==> src/rtl/sws_pkg.sv <==
package sws_pkg;
  timeunit 1ns;
  timeprecision 1ps;

  typedef enum logic [2:0] {
    SWS_IDLE = 3'd0,
    SWS_FILT = 3'd1,
    SWS_ACT  = 3'd2,
    SWS_RISE = 3'd3,
    SWS_HOLD = 3'd4
  } sws_state_e;
endpackage

==> src/rtl/sws_timing.sv <==
// Picks the cycle limits of the current speed set.
module sws_timing #(
  parameter int CW       = 16,
  parameter int FLT_STD  = 63,
  parameter int SAMP_STD = 3750,
  parameter int PULL_STD = 5000,
  parameter int HOLD_STD = 625,
  parameter int SAMP_OD  = 375,
  parameter int PULL_OD  = 500,
  parameter int HOLD_OD  = 250
) (
  input  logic          od_i,
  output logic [CW-1:0] filt_lim_o,
  output logic [CW-1:0] samp_lim_o,
  output logic [CW-1:0] pull_lim_o,
  output logic [CW-1:0] hold_lim_o
);
  localparam logic [CW-1:0] L_FLT_STD  = CW'(FLT_STD);
  localparam logic [CW-1:0] L_FLT_OD   = CW'(1);
  localparam logic [CW-1:0] L_SAMP_STD = CW'(SAMP_STD);
  localparam logic [CW-1:0] L_SAMP_OD  = CW'(SAMP_OD);
  localparam logic [CW-1:0] L_PULL_STD = CW'(PULL_STD);
  localparam logic [CW-1:0] L_PULL_OD  = CW'(PULL_OD);
  localparam logic [CW-1:0] L_HOLD_STD = CW'(HOLD_STD);
  localparam logic [CW-1:0] L_HOLD_OD  = CW'(HOLD_OD);

  always_comb begin
    if (od_i) begin
      filt_lim_o = L_FLT_OD;
      samp_lim_o = L_SAMP_OD;
      pull_lim_o = L_PULL_OD;
      hold_lim_o = L_HOLD_OD;
    end else begin
      filt_lim_o = L_FLT_STD;
      samp_lim_o = L_SAMP_STD;
      pull_lim_o = L_PULL_STD;
      hold_lim_o = L_HOLD_STD;
    end
  end
endmodule

==> src/rtl/sws_seq.sv <==
// Slot sequencer: edge filter, slot timer, rise wait and hold-off.
module sws_seq
  import sws_pkg::*;
#(
  parameter int CW = 16
) (
  input  logic          clk,
  input  logic          rst_n,
  input  logic          line_i,
  input  logic          od_sel_i,
  input  logic [CW-1:0] filt_lim_i,
  input  logic [CW-1:0] samp_lim_i,
  input  logic [CW-1:0] pull_lim_i,
  input  logic [CW-1:0] hold_lim_i,
  output logic          spd_o,
  output logic          start_o,
  output logic          samp_o,
  output logic          pull_end_o,
  output sws_state_e    state_o,
  output logic          od_q_o
);
  localparam logic [CW-1:0] ONE = CW'(1);

  sws_state_e    state_q, state_d;
  logic [CW-1:0] cnt_q, cnt_d;
  logic          cnt_en;
  logic          od_q, od_d, od_en;

  // speed of the slot in progress; the live input only while idle
  assign spd_o   = (state_q == SWS_IDLE) ? od_sel_i : od_q;
  assign state_o = state_q;
  assign od_q_o  = od_q;

  always_comb begin
    state_d    = state_q;
    cnt_d      = cnt_q;
    cnt_en     = 1'b0;
    od_d       = od_q;
    od_en      = 1'b0;
    start_o    = 1'b0;
    samp_o     = 1'b0;
    pull_end_o = 1'b0;
    unique case (state_q)
      SWS_IDLE: begin
        od_d  = od_sel_i;
        od_en = 1'b1;
        if (!line_i) begin
          cnt_d  = ONE;
          cnt_en = 1'b1;
          if (filt_lim_i == ONE) begin
            state_d = SWS_ACT;
            start_o = 1'b1;
          end else begin
            state_d = SWS_FILT;
          end
        end
      end
      SWS_FILT: begin
        if (line_i) begin
          state_d = SWS_IDLE;
        end else begin
          cnt_d  = cnt_q + ONE;
          cnt_en = 1'b1;
          if (cnt_q == filt_lim_i - ONE) begin
            state_d = SWS_ACT;
            start_o = 1'b1;
          end
        end
      end
      SWS_ACT: begin
        if (cnt_q == samp_lim_i) samp_o = 1'b1;
        if (cnt_q == pull_lim_i) begin
          pull_end_o = 1'b1;
          state_d    = SWS_RISE;
        end else begin
          cnt_d  = cnt_q + ONE;
          cnt_en = 1'b1;
        end
      end
      SWS_RISE: begin
        if (line_i) begin
          state_d = SWS_HOLD;
          cnt_d   = ONE;
          cnt_en  = 1'b1;
        end
      end
      SWS_HOLD: begin
        if (cnt_q >= hold_lim_i - ONE) begin
          state_d = SWS_IDLE;
        end else begin
          cnt_d  = cnt_q + ONE;
          cnt_en = 1'b1;
        end
      end
      default: state_d = SWS_IDLE;
    endcase
  end

  always_ff @(posedge clk or negedge rst_n) begin
    if (!rst_n) begin
      state_q <= SWS_IDLE;
      cnt_q   <= '0;
      od_q    <= 1'b0;
    end else begin
      state_q <= state_d;
      if (cnt_en) cnt_q <= cnt_d;
      if (od_en)  od_q  <= od_d;
    end
  end
endmodule

==> src/rtl/sws_bitio.sv <==
// Bit datapath: pulldown, take pulse and received bit registers.
module sws_bitio (
  input  logic clk,
  input  logic rst_n,
  input  logic line_i,
  input  logic start_i,
  input  logic samp_i,
  input  logic pull_end_i,
  input  logic tx_valid_i,
  input  logic tx_bit_i,
  output logic pull_o,
  output logic tx_take_o,
  output logic rx_valid_o,
  output logic rx_bit_o
);
  logic pull_q, pull_d, pull_en;
  logic take_q, take_d;
  logic rxv_q, rxv_d;
  logic rxb_q, rxb_en;

  always_comb begin
    pull_en = start_i | pull_end_i;
    pull_d  = start_i ? (tx_valid_i & ~tx_bit_i) : 1'b0;
    take_d  = start_i & tx_valid_i;
    rxv_d   = samp_i;
    rxb_en  = samp_i;
  end

  always_ff @(posedge clk or negedge rst_n) begin
    if (!rst_n) begin
      pull_q <= 1'b0;
      take_q <= 1'b0;
      rxv_q  <= 1'b0;
      rxb_q  <= 1'b0;
    end else begin
      if (pull_en) pull_q <= pull_d;
      take_q <= take_d;
      rxv_q  <= rxv_d;
      if (rxb_en) rxb_q <= line_i;
    end
  end

  assign pull_o     = pull_q;
  assign tx_take_o  = take_q;
  assign rx_valid_o = rxv_q;
  assign rx_bit_o   = rxb_q;
endmodule

==> src/rtl/sw_slot_engine.sv <==
// Top: single-wire slave time-slot engine.
module sw_slot_engine
  import sws_pkg::*;
#(
  parameter int CW       = 16,
  parameter int FLT_STD  = 63,
  parameter int SAMP_STD = 3750,
  parameter int PULL_STD = 5000,
  parameter int HOLD_STD = 625,
  parameter int SAMP_OD  = 375,
  parameter int PULL_OD  = 500,
  parameter int HOLD_OD  = 250
) (
  input  logic clk,
  input  logic rst_n,
  input  logic line_i,
  input  logic od_sel_i,
  input  logic tx_valid_i,
  input  logic tx_bit_i,
  output logic pull_o,
  output logic tx_take_o,
  output logic rx_valid_o,
  output logic rx_bit_o
);
  logic [CW-1:0] filt_lim, samp_lim, pull_lim, hold_lim;
  logic          spd, slot_start, samp_hit, pull_end;
  sws_state_e    seq_state;
  logic          seq_od;

  sws_timing #(
    .CW(CW), .FLT_STD(FLT_STD), .SAMP_STD(SAMP_STD), .PULL_STD(PULL_STD),
    .HOLD_STD(HOLD_STD), .SAMP_OD(SAMP_OD), .PULL_OD(PULL_OD), .HOLD_OD(HOLD_OD)
  ) u_timing (
    .od_i(spd), .filt_lim_o(filt_lim), .samp_lim_o(samp_lim),
    .pull_lim_o(pull_lim), .hold_lim_o(hold_lim)
  );

  sws_seq #(.CW(CW)) u_seq (
    .clk(clk), .rst_n(rst_n), .line_i(line_i), .od_sel_i(od_sel_i),
    .filt_lim_i(filt_lim), .samp_lim_i(samp_lim), .pull_lim_i(pull_lim),
    .hold_lim_i(hold_lim), .spd_o(spd), .start_o(slot_start),
    .samp_o(samp_hit), .pull_end_o(pull_end), .state_o(seq_state),
    .od_q_o(seq_od)
  );

  sws_bitio u_bitio (
    .clk(clk), .rst_n(rst_n), .line_i(line_i), .start_i(slot_start),
    .samp_i(samp_hit), .pull_end_i(pull_end), .tx_valid_i(tx_valid_i),
    .tx_bit_i(tx_bit_i), .pull_o(pull_o), .tx_take_o(tx_take_o),
    .rx_valid_o(rx_valid_o), .rx_bit_o(rx_bit_o)
  );
endmodule

==> config.mk <==
export PLATFORM = sky130hd
export DESIGN_NAME = sw_slot_engine
export DESIGN_NICKNAME = d
export VERILOG_FILES = /design/src/rtl/sws_pkg.sv /design/src/rtl/sws_timing.sv /design/src/rtl/sws_seq.sv /design/src/rtl/sws_bitio.sv /design/src/rtl/sw_slot_engine.sv
export SDC_FILE = /design/constraint.sdc
export NUM_CORES = 1
export LEC_CHECK = 0
export ABC_AREA = 0
export ABC_CLOCK_PERIOD_IN_PS = 7100
export CAP_MARGIN = 40
export CORE_ASPECT_RATIO = 0.75
export CORE_UTILIZATION = 26
export DETAILED_ROUTE_END_ITERATION = 8
export GPL_ROUTABILITY_DRIVEN = 0
export SETUP_SLACK_MARGIN = 0.02
export SLEW_MARGIN = 20
export SYNTH_ARGS = -nofsm -noshare
export SYNTH_HDL_FRONTEND = slang
export SYNTH_SLANG_ARGS = --single-unit
==> constraint.sdc <==
create_clock -name clk -period 7.1 [get_ports clk]
set_input_delay 2.13 -clock clk [delete_from_list [all_inputs] [get_ports clk]]
set_output_delay 2.13 -clock clk [all_outputs]
set_load 0.01 [all_outputs]
==> impl_metrics.csv <==
group,metric,value,unit
sta,fin_setup_tns,0,ns
drt,wl_per_cell,17.31,microns
finish,layout-drive-gt1-share,0.07692,
drt,drt_iter0_markers,154,
drt,firstDrtPassIters,4,
critical_path,cp_cell_sequence,"clkdlybuf4s50_1, nor4b_2, nor2_4, inv_2, ha_1, nor4b_1, a21oi_1, a211o_1, a41o_1, o31ai_2",
critical_path,path_buf_inv,2,
yosys,synth_cells,210,
power,p_sw,0.0003764,W
sta,hold_violations,0,
yosys,synthFlopType,"dfrtp_1",
global_route,grt_overflow_total,0,
drt,drcViolationCount,0,
finish,num-nets-final,219,
critical_path,cp_slowest_stage_delay,0.50,ns
worst_hold_path,hold_class,"flop to flop",
global_route,grt_pass1_vias,1554,
drt,drt-total-wl,5.055,mm
power,ir_drop,0.0001221,V
sta,slew_headroom,0.5441,
clock_network,ctsHoldBuffers,0,
sta,fin_skew,0.006318,ns
sta,rsz0062_at_grt,"false",
sta,fin_crit_sh,0.7259,
critical_path,cp_data_required_time,7.28,ns
clock_network,clk_pin_slew,0.09,ns
global_route,grt_pass1_wl,8.431,mm
clock_network,cts_tree,"yes",
placement,pre_cts_ws,1.709,ns
power,switching_share,0.5011,
power,clkPwrFrac,0.127,
floorplan,die_w,99.02,microns
drt,vias_per_cell,5.938,
floorplan,die-area,0.007403,sq mm
power,intPower,0.0003748,W
power,combPwrFrac,0.591,
yosys,synth-edff-count,0,
clock_network,clkLatencyLatePin,0.27,ns
global_route,grt.total_usage,0.1458,
placement,placed_cell_area,0.001966,sq mm
yosys,synth_cell_types,51,
sta,setup_ws,1.946,ns
floorplan,boundaryPins,10,
critical_path,critPathKind,"primary input to flop",
clock_network,cts.sinks,24,
power,leakage,0.7669,nW
clock_network,root_buffer,"clkbuf_8",
sta,setup_viol,0,
placement,dp_hpwl,3.590,mm
finish,seq_area,600.6,sq um
sta,fmax,194.0,MHz
clock_network,numCtsBuffers,3,
drt,vias,1734,
sta,max_slew.worst_pin.slew,0.6786,ns
finish,area_growth,10.50,%
clock_network,cts-resized-gates,0,
status,outcome,"finished clean",
placement,io_buffers,9,
clock_network,post_cts_buffers,0,
yosys,synth_seq_area_share,0.3272,
yosys,avgSynthCellArea,8.741,sq um
power,seqPwrFrac,0.283,
finish,fill_cells,716,
critical_path,worstPathMaxFanout,14,
drt,ant_nets,0,
critical_path,critPathTopFamily,"compound AO/OA/AOI/OAI gates",
finish,final_area,0.002028,sq mm
finish,multi_input_area,0.001106,sq mm
finish,stdcell_count,292,
sta,period_needed,5.154,ns
yosys,synth_fp_nets,220,
sta,slew_violations,0,
global_route,grt_start_max_net_pins,25,
clock_network,htree_levels,1,
floorplan,initial_core_util,0.2687,
global_route,antenna_found_initial,0,
clock_network,clockBufferDepth,2,
critical_path,crit_arrival,5.34,ns
critical_path,worst_setup_path_start_kind,"primary input",
floorplan,die_h,74.77,microns
job,cap_violations,0,
finish,diodes,0,
critical_path,crit_slowest_cell,"a41o_1",
floorplan,rows,26,
critical_path,critPathCaptureType,"flop",
power,powerDensity,370.3,mW/mm^2
yosys,async_reset_ff_frac,1.000,
placement,placedCellCount,287,
sta,hold_ws,0.4889,ns
yosys,ys_seq_elements,24,
floorplan,core-area,0.006832,sq mm
yosys,yosysWarningCount,0,
yosys,netlist_area,0.001836,sq mm
## cell type report
type                            instances  share of cell area
Inverter                               12             0.02221
Multi-Input combinational cell        155              0.5453
Clock buffer                            4             0.02714
Timing Repair Buffer                   13             0.05737
Tap cell                               84             0.05182
Sequential cell                        24              0.2961
## placed cells by master (no fill, tap or decap), drive strengths merged, types with 2 or more instances in the layout
master,instances
a211oi,3
a21oi,5
a22o,3
a31oi,3
a41o,3
a41oi,13
and2,6
and3,9
and4,4
buf,3
clkbuf,5
clkdlybuf4s50,9
dfrtp,24
ha,4
inv,12
mux2i,4
nand2,8
nand2b,3
nand3,9
nand4,8
nand4b,2
nor2,11
nor3,5
nor3b,3
nor4,5
nor4b,3
o21ai,5
o22ai,7
o31ai,8
or3,4
## power by group through the flow
stage	sequential, W	combinational (W)	clock, W
6_report	0.000212	0.000444	0.0000951
5_1_grt	0.000217	0.000493	0.000107
4_1_cts	0.000210	0.000435	0.0000997
3_5_place_dp	0.000213	0.000432	0
3_3_place_gp	0.000212	0.000428	0
2_1_floorplan	0.000182	0.000372	0
## metal layers
layer	share of wire	global-route usage	routed length [microns]	vias up
met1	0.49	0.2103	2495	843
met4	0.0073	0.03814	37	0
met3	0.076	0.03993	386	6
met2	0.42	0.2145	2136	68
li1	-	-	-	817
met5	0	0	0	-
## kinds of logic after synthesis
| group | count (synthesis) | share of synthesized area |
|---|---|---|
| fa+ha+maj | 4 | 0.02727 |
| flops | 24 | 0.3272 |
| xor+xnor | 2 | 0.009545 |
| mux | 5 | 0.02795 |
| buf+inv | 31 | 0.07021 |
| compound gates | 58 | 0.2536 |
| simple gates | 86 | 0.2843 |
## sequential cells by signal, summed over array words and instances, names as in the netlist
register and count:
u_bitio.rx_valid_o 1, u_bitio.tx_take_o 1, u_seq.state_o 3, u_seq.cnt_q 16, u_bitio.rx_bit_o 1, u_bitio.pull_o 1
u_seq.od_q_o 1
## path summary, 6_finish.rpt
check	start	end	slack [ns]	cells after the start
max in group asynchronous	rst_n	u_seq.cnt_q[12]	4.62	2
hold / removal	u_bitio.rx_bit_o	u_bitio.rx_bit_o	0.49	1
hold reg to reg	u_bitio.rx_bit_o	u_bitio.rx_bit_o	0.49	1
setup / recovery	od_sel_i	u_seq.cnt_q[7]	1.95	10
setup reg to reg	u_seq.state_o[1]	u_seq.cnt_q[7]	3.61	9
min in group asynchronous	rst_n	u_bitio.tx_take_o	2.22	2
## synthesized netlist by cell type, types with 6 or more instances
cell / number / share of area
a41oi_1: 13 / 0.062
and2_1: 6 / 0.020
and3_1: 9 / 0.031
clkbuf_1: 14 / 0.029
dfrtp_1: 24 / 0.33
inv_1: 11 / 0.022
nand2_1: 8 / 0.016
nand3_1: 9 / 0.025
nand4_1: 8 / 0.027
nor2_1: 10 / 0.020
o22ai_1: 7 / 0.024
## through the flow
step	total power [W]	utilization
final	0.0007511	0.2969
after CTS	0.0007449	0.2958
after global placement	0.0006402	0.2872
after floorplan	0.0005539	-
after global routing	0.0008171	0.2969
after detailed placement	0.0006446	0.2877
Note: power is estimated with default switching activity, not from simulation.
